==> src/rtl/shadow_route_pkg.sv <==
package shadow_route_pkg;

  typedef enum logic [1:0] {
    ATTR_BOTH_EXT = 2'd0,
    ATTR_RD_INT   = 2'd1,
    ATTR_WR_INT   = 2'd2,
    ATTR_BOTH_INT = 2'd3
  } attr_code_e;

  localparam int NIB_W       = 4;
  localparam int CODE_W      = 2;
  localparam int TOP_NIB_LSB = 4;

endpackage

==> src/rtl/shadow_region_map.sv <==
module shadow_region_map #(
  parameter int          ADDR_W    = 32,
  parameter logic [31:0] WIN_BASE  = 32'h000C_0000,
  parameter logic [31:0] TOP_BASE  = 32'h000F_0000,
  parameter logic [31:0] WIN_END   = 32'h0010_0000,
  parameter int          SEG_SHIFT = 14,
  parameter int          N_SEG     = 12,
  parameter int          IDX_W     = 4
) (
  input  logic              clk,
  input  logic              rst,
  input  logic [ADDR_W-1:0] addr,
  output logic              hit_top,
  output logic              hit_seg,
  output logic [IDX_W-1:0]  seg_idx
);

  localparam logic [ADDR_W-1:0] BASE_A = ADDR_W'(WIN_BASE);
  localparam logic [ADDR_W-1:0] TOPB_A = ADDR_W'(TOP_BASE);
  localparam logic [ADDR_W-1:0] END_A  = ADDR_W'(WIN_END);

  logic [ADDR_W-1:0] seg_full;

  always_comb begin
    hit_top  = (addr >= TOPB_A) && (addr < END_A);
    hit_seg  = (addr >= BASE_A) && (addr < TOPB_A);
    seg_full = (addr - BASE_A) >> SEG_SHIFT;
    seg_idx  = seg_full[IDX_W-1:0];
  end

  // the two areas never overlap
  assert_region_excl_R6: assert property (@(posedge clk) disable iff (rst)
    $onehot0({hit_top, hit_seg}));

  // a segment hit always lands on one of the defined segments
  assert_seg_bound_R4: assert property (@(posedge clk) disable iff (rst)
    hit_seg |-> (seg_full < ADDR_W'(N_SEG)));

endmodule

==> src/rtl/shadow_attr_pick.sv <==
module shadow_attr_pick
  import shadow_route_pkg::*;
#(
  parameter int N_ATTR = 7,
  parameter int N_SEG  = 12,
  parameter int IDX_W  = 4
) (
  input  logic                clk,
  input  logic                rst,
  input  logic [8*N_ATTR-1:0] attr_bytes,
  input  logic                hit_top,
  input  logic                hit_seg,
  input  logic [IDX_W-1:0]    seg_idx,
  output attr_code_e          code
);

  localparam int SLOTS = 2**IDX_W;

  logic [CODE_W-1:0] seg_code [SLOTS];
  logic [CODE_W-1:0] top_code;
  logic              unused_attr;

  genvar g;
  generate
    for (g = 0; g < SLOTS; g++) begin : g_slot
      if (g < N_SEG) begin : g_live
        localparam int LSB = 8*(1 + g/2) + NIB_W*(g%2);
        assign seg_code[g] = attr_bytes[LSB +: CODE_W];
      end else begin : g_pad
        assign seg_code[g] = CODE_W'(ATTR_BOTH_INT);
      end
    end
  endgenerate

  assign top_code    = attr_bytes[TOP_NIB_LSB +: CODE_W];
  assign unused_attr = ^attr_bytes;

  always_comb begin
    if (hit_top)      code = attr_code_e'(top_code);
    else if (hit_seg) code = attr_code_e'(seg_code[seg_idx]);
    else              code = ATTR_BOTH_INT;
  end

  // top region follows the upper nibble of byte 0
  assert_top_nibble_R3: assert property (@(posedge clk) disable iff (rst)
    hit_top |-> (code == attr_code_e'(attr_bytes[5:4])));

  // first segment follows the low nibble of byte 1
  assert_first_seg_R4: assert property (@(posedge clk) disable iff (rst)
    (hit_seg && seg_idx == '0) |-> (code == attr_code_e'(attr_bytes[9:8])));

endmodule

==> src/rtl/shadow_route_rule.sv <==
module shadow_route_rule
  import shadow_route_pkg::*;
(
  input  logic       clk,
  input  logic       rst,
  input  attr_code_e code,
  input  logic       is_write,
  output logic       to_dram
);

  logic [CODE_W-1:0] code_bits;

  always_comb begin
    code_bits = code;
    to_dram   = is_write ? code_bits[1] : code_bits[0];
  end

  assert_both_int_R1: assert property (@(posedge clk) disable iff (rst)
    (code == ATTR_BOTH_INT) |-> to_dram);

  assert_both_ext_R2: assert property (@(posedge clk) disable iff (rst)
    (code == ATTR_BOTH_EXT) |-> !to_dram);

  assert_rd_only_R1: assert property (@(posedge clk) disable iff (rst)
    (code == ATTR_RD_INT) |-> (to_dram == !is_write));

endmodule

==> src/rtl/shadow_route_decoder.sv <==
module shadow_route_decoder
  import shadow_route_pkg::*;
#(
  parameter int          ADDR_W    = 32,
  parameter int          N_ATTR    = 7,
  parameter logic [31:0] WIN_BASE  = 32'h000C_0000,
  parameter logic [31:0] TOP_BASE  = 32'h000F_0000,
  parameter logic [31:0] WIN_END   = 32'h0010_0000,
  parameter int          SEG_SHIFT = 14
) (
  input  logic                clk,
  input  logic                rst,
  input  logic [ADDR_W-1:0]   acc_addr,
  input  logic                acc_write,
  input  logic [8*N_ATTR-1:0] attr_bytes,
  output logic                route_int
);

  localparam int N_SEG = int'((TOP_BASE - WIN_BASE) >> SEG_SHIFT);
  localparam int IDX_W = $clog2(N_SEG);
  localparam logic [ADDR_W-1:0] LO_A = ADDR_W'(WIN_BASE);
  localparam logic [ADDR_W-1:0] HI_A = ADDR_W'(WIN_END);

  logic             hit_top;
  logic             hit_seg;
  logic [IDX_W-1:0] seg_idx;
  attr_code_e       code;
  logic             to_dram;

  shadow_region_map #(
    .ADDR_W(ADDR_W), .WIN_BASE(WIN_BASE), .TOP_BASE(TOP_BASE),
    .WIN_END(WIN_END), .SEG_SHIFT(SEG_SHIFT), .N_SEG(N_SEG), .IDX_W(IDX_W)
  ) u_map (
    .clk(clk), .rst(rst), .addr(acc_addr),
    .hit_top(hit_top), .hit_seg(hit_seg), .seg_idx(seg_idx)
  );

  shadow_attr_pick #(
    .N_ATTR(N_ATTR), .N_SEG(N_SEG), .IDX_W(IDX_W)
  ) u_pick (
    .clk(clk), .rst(rst), .attr_bytes(attr_bytes),
    .hit_top(hit_top), .hit_seg(hit_seg), .seg_idx(seg_idx), .code(code)
  );

  shadow_route_rule u_rule (
    .clk(clk), .rst(rst), .code(code), .is_write(acc_write), .to_dram(to_dram)
  );

  always_ff @(posedge clk) begin
    if (rst) route_int <= 1'b1;
    else     route_int <= to_dram;
  end

  assert_reset_dram_R8: assert property (@(posedge clk)
    rst |=> route_int);

  assert_outside_dram_R6: assert property (@(posedge clk) disable iff (rst)
    ((acc_addr < LO_A) || (acc_addr >= HI_A)) |=> route_int);

endmodule

==> config.mk <==
export PLATFORM = sky130hd
export DESIGN_NAME = shadow_route_decoder
export DESIGN_NICKNAME = d
export VERILOG_FILES = /design/src/rtl/shadow_route_pkg.sv /design/src/rtl/shadow_region_map.sv /design/src/rtl/shadow_attr_pick.sv /design/src/rtl/shadow_route_rule.sv /design/src/rtl/shadow_route_decoder.sv
export SDC_FILE = /design/constraint.sdc
export NUM_CORES = 1
export LEC_CHECK = 0
export BUFFER_PORTS_ARGS = -buffer_cell sky130_fd_sc_hd__buf_2
export CORE_MARGIN = 10
export CORE_UTILIZATION = 20
export CTS_CLUSTER_SIZE = 28
export DETAILED_ROUTE_END_ITERATION = 16
export GPL_TIMING_DRIVEN = 0
export PLACE_DENSITY = 0.82
export SYNTH_ARGS = -nofsm -noshare
export SYNTH_HDL_FRONTEND = slang
export SYNTH_SLANG_ARGS = --single-unit
==> constraint.sdc <==
create_clock -name clk -period 2.25 [get_ports clk]
set_input_delay 0.1125 -clock clk [delete_from_list [all_inputs] [get_ports clk]]
set_output_delay 0.1125 -clock clk [all_outputs]
set_load 0.03 [all_outputs]
* After elaboration in Yosys (flattened, before gate mapping)
Cells that the tools add are included.
** Storage, ports and cells
- Flip-flop bits (word level) :: 1
- Word-level logic and storage cells :: 16
- Output and inout bits :: 1
- Input bits :: 91
** Operators by class
- Add/subtract/negate cells :: 1
- Muxes and demuxes :: 6
- Bitwise operators :: 1
- Reductions and logical operators :: 2
- Order comparisons :: 5
** Operator list (number)
- greater-or-equal comparator 32 x 20 -> 1 bit (second input constant) :: 2
- less-than comparator 32 x 20 -> 1 bit (second input constant) :: 1
- less-than comparator 32 x 21 -> 1 bit (second input constant) :: 1
- subtractor 18 x 1 -> 18 bit (second input constant) :: 1
- binary-select mux 2 bit (select 4 bit) :: 1
- 2-to-1 mux 2 bit :: 4
- greater-or-equal comparator 5 bit (second input constant) :: 1
- NOT 4 -> 5 bit :: 1
- logical AND 1 bit :: 2
- 2-to-1 mux 1 bit :: 1

* Longest topological paths before layout
Gate-level depths: netlist (run 1).
- Depth in word-level cells :: 8
- Depth in mapped cells :: 5
- Mapped depth without buffers :: 4

* Cells and area by module
A second synthesis (run 1) with hierarchy kept.
** Unflattened totals
- Cell total of the unflattened synthesis :: 30
- Area total of the unflattened synthesis :: 364.1 um^2
** By module, submodules not included
- shadow_attr_pick :: sequential area each 0.0 um^2, area each 234.0 um^2, times used 1, cells an instance 16
- shadow_region_map :: sequential area each 0.0 um^2, area each 88.8 um^2, times used 1, cells an instance 11
- shadow_route_decoder :: sequential area each 20.0 um^2, area each 26.3 um^2, times used 1, cells an instance 2
- shadow_route_rule :: sequential area each 0.0 um^2, area each 15.0 um^2, times used 1, cells an instance 1

* Worst setup path before layout (run 1)
No wires, ideal clock.
- Path type :: input to register
- Start :: input acc_addr[14]
- End :: register route_int
- Library setup time :: 135 ps
- Data arrival time :: 1247 ps
- Data required time :: 2115 ps
- Stages on the path :: 5
- Setup slack :: 868 ps
- Cell sequence :: buf_6 mux4_1 mux2_2 o211ai_2 o2111ai_1
** Between the ends
- Cells in the longest elaborated chain, start to end :: 8
** RTL lines
- start, declared :: line shadow_route_decoder.sv:13 : input logic [ADDR_W-1:0] acc_addr,
- subtractor 18 x 1 -> 18 bit :: line shadow_region_map.sv:27 : seg_full = (addr - BASE_A) >> SEG_SHIFT;
- NOT 4 -> 5 bit (not written as such) :: line shadow_attr_pick.sv:40 : else if (hit_seg) code = attr_code_e'(seg_code[seg_idx]);
- binary-select mux 2 bit (select 4 bit) :: line shadow_attr_pick.sv:40
- 2-to-1 mux 2 bit (not written as such) (2 in series) :: line shadow_attr_pick.sv:40
- 2-to-1 mux 2 bit :: line shadow_attr_pick.sv:40
- 2-to-1 mux 2 bit * :: line shadow_attr_pick.sv:39 : if (hit_top) code = attr_code_e'(top_code);
- 2-to-1 mux 1 bit * :: line shadow_route_rule.sv:15 : to_dram = is_write ? code_bits[1] : code_bits[0];
- end signal, assigned :: line shadow_route_decoder.sv:51 : else route_int <= to_dram;
- end, declared :: line shadow_route_decoder.sv:16 : output logic route_int
Every way passes the cells marked *; elsewhere a longest branch is shown, timed or not. The select of a mux whose other input is x is not followed.
A chain may end at the register's enable or synchronous reset.

* Worst setup path in the final report (run 1)
Same ends and word-level chain as after synthesis.

==> impl_results.md, run 1 <==
- Status: finished clean
- DR DRC count: 0
- # diodes: 0
- Worst path bufs/invs: 1
- Ys async rst share: 0
- Placement Setup Slack: 0.798 ns
- Number of I/O pins: 92
- Largest stage delay, worst path: 0.54 ns
- Starting Density: 0.211
- Crit end category: flop
- Clk slew on worst S/H paths: 0 ns
- Ys flop type: dfxtp_1
- Hold-fix buffers at CTS: 0
- DRT antenna net count: 0
- Pwr Total: 0.0959 mW
- Max-capacitance violation count: 0
- DIE AREA: 3580 um^2
- Gpl congestion: 0.682
- Top cells by area, synth: mux4_1, mux2_2, mux2i_1
- Slew HR: 0.712
- GRT overflow: 0
- Least-Margin Pin Slew: 0.432 ns
- Vias in the first global route: 526
- I/O Buffers: 44
- Post-Syn Area: 318 um^2
- Max FFs per register: 1
- Die Y: 59.9 um
- Worst EP arrival: 1.31 ns
- Min-delay worst type: in -> reg
- Core Area: 1510 um^2
- DR pass1 iterations: 2
- PwrDens: 172 nW/um^2
- Yosys top cell by area: mux4_1
- Wire per inst: 15.5 um
- Setup crit start kind: input pin
- Fill cells: 176
- Fraction of layout cells with a size suffix above 1: 0.676
- Number of synthesized register bits: 1
- Final Hold Viols: 0
- Peak VDD IR: 0.0722 mV
- DR iter-0 viols: 2
- Overall Global Routing Usage: 0.0744
- Setup violations, final: 0
- Row cnt: 14
- Top reg by flops: route_int
- Cell Chain, Critical Path: buf_6 > mux4_1 > mux2_2 > o211ai_2 > o2111ai_1
- Leakage: 0.276 nW
- Initial antenna violation count: 0
- RSZ-0062 raised after global routing: false
- First-pass GRT wire length: 2.19 mm
- Die span in x: 59.9 um
- Post-Synthesis Cells: 30
- Syn_area_per_cell: 10.6 um^2
- Via density per instance: 4.89
- Biggest registers after layout: route_int: 1 flops
- Worst-path fanout max: 8
- Layout Area Growth over Synthesis: 75.6%
- Max-slew violation count: 0
- Mapped Nets: 121
- Register area share after synthesis: 0.0630
- Largest net degree at the start of global routing: 9
- Setup bufs post-CTS: 0
- Post-synth EDFFs: 0
- Final WS setup: 0.805 ns
- Fin crit share: 0.642
- Fin nets: 167
- Top cells by count, synth: mux2_2, mux2i_1, mux4_1, nand3_1
- Post-synthesis cell type count: 20
- Fmax: 0.692 GHz
- Cts repair resizes: 0
- Via count: 440
- WP data required: 2.11 ns
- Fin crit period: 1.44 ns
- Slowest CP cell: mux4_1
- Path type of the worst setup path: in -> reg
- Yosys top cell area share: 0.248
- Kind of cell adding the most delay to the critical path: multiplexers
- Synthesis Warnings: 0
- WL final: 1.39 mm
- Setup TNS: 0 ns
-- cell usage in the layout, fill, tap and decap left out --
cell type / synthesis / final
buf_2: 0 / 44
a311oi_1: 1 / 1
mux4_2: 1 / 1
clkbuf_1: 2 / 2
o22ai_1: 1 / 1
o211ai_1: 1 / 1
nand2b_1: 1 / 1
mux4_1: 3 / 3
nor4_1: 1 / 1
mux2_2: 3 / 3
a31oi_1: 1 / 1
nor4b_1: 2 / 2
dfxtp_1: 1 / 1
nand3_1: 3 / 3
mux2i_1: 3 / 3
nor3_1: 1 / 1
nand4_1: 1 / 1
o211ai_2: 1 / 1
buf_6: 1 / 1
o2111ai_1: 1 / 1
nand3b_1: 1 / 1
-- power breakdown --
group | internal, mW | switching, mW
sequential | 0.0181 | 0.0000000581
combinational | 0.0513 | 0.0264
clock | 0 | 0
total | 0.0694 | 0.0264
-- through the flow --
step                      std cells  cell area, um^2   util  hold slack [ns]
after floorplan                  30              318      -            0.266
after global placement           90              558  0.370            0.420
after detailed placement         90              558  0.370            0.427
after CTS                        90              558  0.370            0.431
after global routing             90              558  0.370            0.485
final                            90              558  0.370            0.429
-- cell type report --
type / count / area, um^2 / share of cell area
Buffer: 3 / 18.8 / 0.0336
Tap cell: 16 / 20.0 / 0.0359
Multi-Input combinational cell: 26 / 279 / 0.500
Sequential cell: 1 / 20.0 / 0.0359
Timing Repair Buffer: 44 / 220 / 0.395
-- logic make-up (layout without fill, tap and decap cells) --
logic type,Yosys count,count (layout),share of synthesized area
simple gates,10,10,0.201
buf+inv,3,47,0.0591
compound gates,6,6,0.158
mux,10,10,0.520
flops,1,1,0.0630
-- path summary, 6_finish.rpt --
check | from | endpoint | slack, ns | cells past startpoint
setup / recovery | acc_addr[14] | route_int$_SDFF_PP1_ | 0.81 | 5
hold / removal | acc_addr[14] | route_int$_SDFF_PP1_ | 0.43 | 3
-- layer usage --
| layer | GRT usage | wire [um] |
|---|---|---|
| met1 | 0.0715 | 468 |
| met2 | 0.146 | 730 |
| met3 | 0.0360 | 193 |
| met4 | 0 | 0 |
| met5 | 0 | 0 |
(Power assumes the default switching activity.)
==> inputs of run 2 (changes only) <==
--- a/config.mk
+++ b/config.mk
@@ -7,11 +7,11 @@
 export LEC_CHECK = 0
 export BUFFER_PORTS_ARGS = -buffer_cell sky130_fd_sc_hd__buf_2
 export CORE_MARGIN = 10
-export CORE_UTILIZATION = 20
+export CORE_UTILIZATION = 19
 export CTS_CLUSTER_SIZE = 28
 export DETAILED_ROUTE_END_ITERATION = 16
 export GPL_TIMING_DRIVEN = 0
-export PLACE_DENSITY = 0.82
+export PLACE_DENSITY = 0.79
 export SYNTH_ARGS = -nofsm -noshare
 export SYNTH_HDL_FRONTEND = slang
 export SYNTH_SLANG_ARGS = --single-unit
==> constraint.sdc (replaced) <==
create_clock -name clk -period 1.4 [get_ports clk]
set_input_delay 0.07 -clock clk [delete_from_list [all_inputs] [get_ports clk]]
set_output_delay 0.07 -clock clk [all_outputs]
set_load 0.03 [all_outputs]
==> impl_results.md, run 2 (synthesis results as in run 1) <==
- Status: finished clean
- Worst hold path endpoint: route_int$_SDFF_PP1_
- Max-slew violation count: 0 (unchanged)
- Min-delay worst type: in -> reg
- Via count: 453 (+3.0%)
- M3 GR Usage: 0.0292 (-0.00679)
- GRT overflow: 0 (unchanged)
- Cell Chain, Critical Path: buf_12 > mux4_2 > mux2_4 > o211ai_2 > o2111ai_2
- Largest stage delay, worst path: 0.48 ns (-0.06 ns)
- Fin crit period: 1.37 ns
- Number of I/O pins: 92 (unchanged)
- Row cnt: 14 (unchanged)
- Worst EP arrival: 1.22 ns (-0.09 ns)
- GRT met1 Usage: 0.0827 (+0.0111)
- Via density per instance: 4.98 (+1.8%)
- Fin nets: 168 (+0.60%)
- WHS: 0.389 ns (-0.0395 ns)
- Final non-filler cell total: 91 (+1.1%)
- Die span in x: 60.9 um (+1.7%)
- Clk slew on worst S/H paths: 0 ns (unchanged)
- Top reg by flops: route_int
- Fin crit share: 0.979
- Placement Setup Slack: -0.0326 ns (-0.830 ns)
- Overall Global Routing Usage: 0.0733 (-0.00106)
- Final WS setup: 0.0298 ns (-0.775 ns)
- WL final: 1.49 mm (+7.0%)
- DR pass1 iterations: 3 (+1)
- DRT antenna net count: 0 (unchanged)
- Grt met2 use: 0.128 (-0.0175)
- Gpl congestion: 0.699 (+2.5%)
- Initial antenna violation count: 0 (unchanged)
- Hold-fix buffers at CTS: 0 (unchanged)
- DP HPWL: 1.35 mm
- Layout Area Growth over Synthesis: 82.3%
- # diodes: 0 (unchanged)
- Starting Density: 0.206 (-0.00479)
- Path type of the worst setup path: in -> reg
- Max FFs per register: 1 (unchanged)
- Largest net degree at the start of global routing: 9 (unchanged)
- I/O Buffers: 44 (unchanged)
- DR iter-0 viols: 4 (+2)
- Post-layout util: 0.376 (+0.00538)
- Setup violations, final: 0 (unchanged)
- Core Area: 1540 um^2 (+2.3%)
- Slew HR: 0.754 (+0.0423)
- Least-Margin Pin Slew: 0.365 ns (-0.0668 ns)
- Most frequent cells in the layout: buf_2, nand3_1, mux2i_1, mux4_2
- Setup crit start kind: input pin
- Leakage: 0.286 nW (+3.7%)
- Wire per inst: 16.4 um (+5.8%)
- DIE AREA: 3710 um^2 (+3.5%)
- Max-capacitance violation count: 0 (unchanged)
- Crit end category: flop
- Fmax: 0.730 GHz
- Final Hold Viols: 0 (unchanged)
- Peak VDD IR: 0.0949 mV (+31%)
- WP data required: 1.25 ns (-0.86 ns)
- Hold depth: 3 (unchanged)
- Fraction of layout cells with a size suffix above 1: 0.747 (+0.0710)
- Gr busiest metal: met2
- Biggest registers after layout: route_int: 1 flops
- First-pass GRT wire length: 2.22 mm (+1.6%)
- Slowest CP cell: mux4_2
- Worst-path fanout max: 4 (-4)
- Hold Startpoint: acc_addr[16]
- DR DRC count: 0 (unchanged)
- PwrDens: 290 nW/um^2 (+69%)
- Vias in the first global route: 525 (-0.19%)
- Dpl cells: 90 (unchanged)
- Die Y: 60.9 um (+1.7%)
- Fill cells: 177 (+0.57%)
- Most common cell after layout, fill and taps aside: buf_2
## run 2: cell types whose count changed in the layout (fill, tap and decap cells not counted), sizes merged
cell,before,now
buf,45,46
## run 2: area by class of cell
class                           count  area [um^2]  area share
Sequential cell                     1         20.0      0.0346
Buffer                              3         30.0      0.0518
Multi-Input combinational cell     26          282       0.486
Timing Repair Buffer               45          228       0.393
Tap cell                           16         20.0      0.0346
## run 2: worst max-delay path by stage
| stage | endpoint | start |
|---|---|---|
| after floorplan | route_int$_SDFF_PP1_ | acc_addr[14] |
| after global placement | route_int$_SDFF_PP1_ | acc_addr[14] |
| after detailed placement | route_int$_SDFF_PP1_ | acc_addr[14] |
| after CTS | route_int$_SDFF_PP1_ | acc_addr[14] |
| after global routing | route_int$_SDFF_PP1_ | acc_addr[14] |
| final | route_int$_SDFF_PP1_ | acc_addr[14] |
## run 2: per-stage QoR
stage	instance area, um^2	setup TNS [ns]	power, mW
after global routing	579	-0.0317	0.182
after CTS	556	0	0.161
final	579	0	0.168
after detailed placement	558	-0.0326	0.156
after floorplan	318	0	0.0888
after global placement	558	0	0.152
## run 2: timing repair
| item | in CTS | in global routing |
|---|---|---|
| gates resized for setup | 4 | 5 |
| setup endpoints to repair | 1 | 1 |
| hold endpoints to repair | 0 | 0 |
| pin swaps | 0 | 2 |
| setup buffers | 0 | 1 |
## run 2: where the power goes
part	switching, mW	total (mW)	internal, mW
Clock	0	0	0
Sequential	0.0000000881	0.0291	0.0291
Combinational	0.0475	0.139	0.0911
## run 2: worst max-delay path, delay by kind of cell
| family | cells | cell delay (ns) |
|---|---|---|
| AO/OA/AOI/OAI | 2 | 0.31 |
| buffers and inverters | 1 | 0.08 |
| multiplexers | 2 | 0.77 |
## run 2: routing by layer
metal	share of wire	up-vias
met3	0.12	2
met2	0.53	28
met1	0.34	199
met5	0	-
li1	-	224
met4	0.0094	0
==> inputs of run 3 (changes only) <==
--- a/config.mk
+++ b/config.mk
@@ -7,11 +7,12 @@
 export LEC_CHECK = 0
 export BUFFER_PORTS_ARGS = -buffer_cell sky130_fd_sc_hd__buf_2
 export CORE_MARGIN = 10
-export CORE_UTILIZATION = 19
+export CORE_UTILIZATION = 21
 export CTS_CLUSTER_SIZE = 28
 export DETAILED_ROUTE_END_ITERATION = 16
 export GPL_TIMING_DRIVEN = 0
 export PLACE_DENSITY = 0.79
 export SYNTH_ARGS = -nofsm -noshare
 export SYNTH_HDL_FRONTEND = slang
+export SYNTH_HIERARCHICAL = 1
 export SYNTH_SLANG_ARGS = --single-unit
==> impl_results.md, run 3 <==
- Status: finished, violations left
- Failing checks: setup timing
- Most common cell after layout, fill and taps aside: buf_2
- Post-Synthesis Cells: 30 (unchanged)
- Slew HR: 0.664 (-0.0905)
- Max-capacitance violation count: 0 (unchanged)
- Die Y: 61.6 um (+1.2%)
- Max FFs per register: 1 (unchanged)
- Mapped Nets: 121 (unchanged)
- Biggest registers after layout: route_int: 1 flops
- Least-Margin Pin Slew: 0.500 ns (+0.135 ns)
- Min-delay worst type: in -> reg
- Ys flop type: dfxtp_1
- Fmax: 0.451 GHz (-38%)
- Initial antenna violation count: 0 (unchanged)
- Final Hold Viols: 0 (unchanged)
- Largest stage delay, worst path: 0.54 ns (+0.06 ns)
- First-pass GRT wire length: 2.26 mm (+1.6%)
- Leakage: 0.346 nW (+21%)
- Setup crit start kind: input pin
- Yosys top cell area share: 0.433 (+0.185)
- Most frequent cells in the layout: buf_2, buf_4, mux4_1
- Path type of the worst setup path: in -> reg
- Overall Global Routing Usage: 0.0749 (+0.00159)
- Setup violations, final: 1 (+1)
- Syn_area_per_cell: 12.1 um^2 (+15%)
- Max-slew violation count: 0 (unchanged)
- Fin crit period: 2.22 ns (+0.847 ns)
- DR iter-0 viols: 4 (unchanged)
- Hold Startpoint: rst
- Hold-fix buffers at CTS: 0 (unchanged)
- Row cnt: 14 (unchanged)
- PwrDens: 237 nW/um^2 (-18%)
- Crit end category: flop
- Clk slew on worst S/H paths: 0 ns (unchanged)
- Pwr Total: 0.160 mW (-4.6%)
- Slowest CP cell: or4_4
- Wire per inst: 16.2 um (-1.0%)
- Fill cells: 163 (-7.9%)
- Final WS setup: -0.817 ns (-0.847 ns)
- DR DRC count: 0 (unchanged)
- RSZ-0062 raised after global routing: true
- Setup TNS: -0.817 ns (-0.817 ns)
- Yosys top cell by area: mux4_1
- Starting Density: 0.231 (+0.0248)
- Gpl congestion: 0.729 (+4.3%)
- Layout Area Growth over Synthesis: 85.6%
- Worst-path fanout max: 2 (-2)
- Number of synthesized register bits: 1 (unchanged)
- Cell Chain, Critical Path: buf_6 > or4_4 > nor4_4 > or4bb_4 > o22ai_2 > a21oi_1 > mux2_4 > or2_1
- WL final: 1.51 mm (+1.1%)
- Post-Syn Area: 364 um^2 (+15%)
- Via density per instance: 5.06 (+1.7%)
- I/O Buffers: 45 (+2.3%)
- Hold depth: 2 (-1)
- WP data required: 1.28 ns (+0.03 ns)
- DR pass1 iterations: 4 (+1)
- DIE AREA: 3800 um^2 (+2.4%)
- Worst EP arrival: 2.10 ns (+0.88 ns)
- Cell with the most instances after synthesis: mux4_1
- DP HPWL: 1.42 mm (+5.2%)
- Top cells by area, synth: mux4_1, buf_4, or4bb_1
- DRT antenna net count: 0 (unchanged)
- Peak VDD IR: 0.114 mV (+20%)
- Final Instance Area: 676 um^2 (+17%)
- Synthesis Warnings: 6 (+6)
- Register area share after synthesis: 0.0550 (-0.00801)
- Top cells by count, synth: mux4_1, buf_4
- Post-synthesis cell type count: 16 (-20%)
- Fraction of layout cells with a size suffix above 1: 0.766 (+0.0196)
- Number of I/O pins: 92 (unchanged)
- Worst hold path endpoint: route_int$_SDFF_PP1_
- Post-synth EDFFs: 0 (unchanged)
- Top reg by flops: route_int
- Core Area: 1580 um^2 (+2.3%)
- Via count: 471 (+4.0%)
- GRT overflow: 0 (unchanged)
- Fin crit share: 1.58 (+0.605)
- Die span in x: 61.6 um (+1.2%)
- Largest net degree at the start of global routing: 7 (-2)
- # diodes: 0 (unchanged)
- Vias in the first global route: 578 (+10%)
- Post-layout util: 0.429 (+0.0528)
- Fin nets: 170 (+1.2%)
- Area after DPL: 619 um^2 (+11%)
- Ys async rst share: 0 (unchanged)
[run 3: cell types whose count changed after synthesis, moves of 3 or more]
cell / change
mux4_1: +3
mux2_2: -3
buf_4: +4
nand3_1: -3
[run 3: stage by stage]
step	hold slack [ns]	setup slack, ns	std cells
after floorplan	0.170	-0.600	30
after detailed placement	0.258	-0.828	91
final	0.255	-0.817	93
after global routing	0.276	-0.902	93
after global placement	0.253	-0.765	91
after CTS	0.258	-0.806	92
[run 3: how the worst max path moves through the flow]
stage,depth (start not counted),startpoint,to,slack (ns)
after floorplan,7,acc_addr[22],route_int$_SDFF_PP1_,-0.60
after global placement,8,acc_addr[22],route_int$_SDFF_PP1_,-0.77
after detailed placement,8,acc_addr[22],route_int$_SDFF_PP1_,-0.83
after CTS,8,acc_addr[21],route_int$_SDFF_PP1_,-0.81
after global routing,8,acc_addr[22],route_int$_SDFF_PP1_,-0.90
final,8,acc_addr[22],route_int$_SDFF_PP1_,-0.82
[run 3: worst max-delay path: cells and delay by family]
family,cells,cell delay [ns]
and+or+nand+nor,4,1.51
muxes,1,0.27
AOI/OAI and AO/OA,2,0.15
buffers and inverters,1,0.09
[run 3: cells by family (layout without fill, tap and decap cells)]
logic type / count (synthesis) / count (layout) / synth area share
AOI/OAI and AO/OA: 5 / 5 / 0.0859
buffers and inverters: 6 / 53 / 0.124
DFF: 1 / 1 / 0.0550
muxes: 9 / 9 / 0.529
and+or+nand+nor: 9 / 9 / 0.206
[run 3: what timing repair did]
action | 4_1_cts | 5_1_grt
gates resized for setup | 3 | 4
pin swaps | 1 | 1
setup buffers | 1 | 1
setup endpoints to repair | 1 | 1
[run 3: area by class of cell]
cell class	count	area (um^2)	share of cell area
sequential	1	20.0	0.0296
multi-input combinational	23	338	0.500
timing repair buffer	47	253	0.374
tap	16	20.0	0.0296
inverter	1	3.75	0.00556
buffer	5	41.3	0.0611
[run 3: report_power, final]
part	total [mW]	switching (mW)	internal, mW	leakage, nW
Combinational	0.131	0.0396	0.0914	0.338
Clock	0	0	0	0
Sequential	0.0291	0.000000133	0.0291	0.00810
Total	0.160	0.0396	0.120	0.346
[run 3: metal layers]
metal | up-vias | share of wire | routed length, um | track usage
met5 | - | 0 | 0 | 0
met4 | 0 | 0 | 0 | 0
met3 | 0 | 0.15 | 232 | 0.0350
met2 | 33 | 0.53 | 797 | 0.163
met1 | 210 | 0.32 | 476 | 0.0614
li1 | 228 | - | - | -
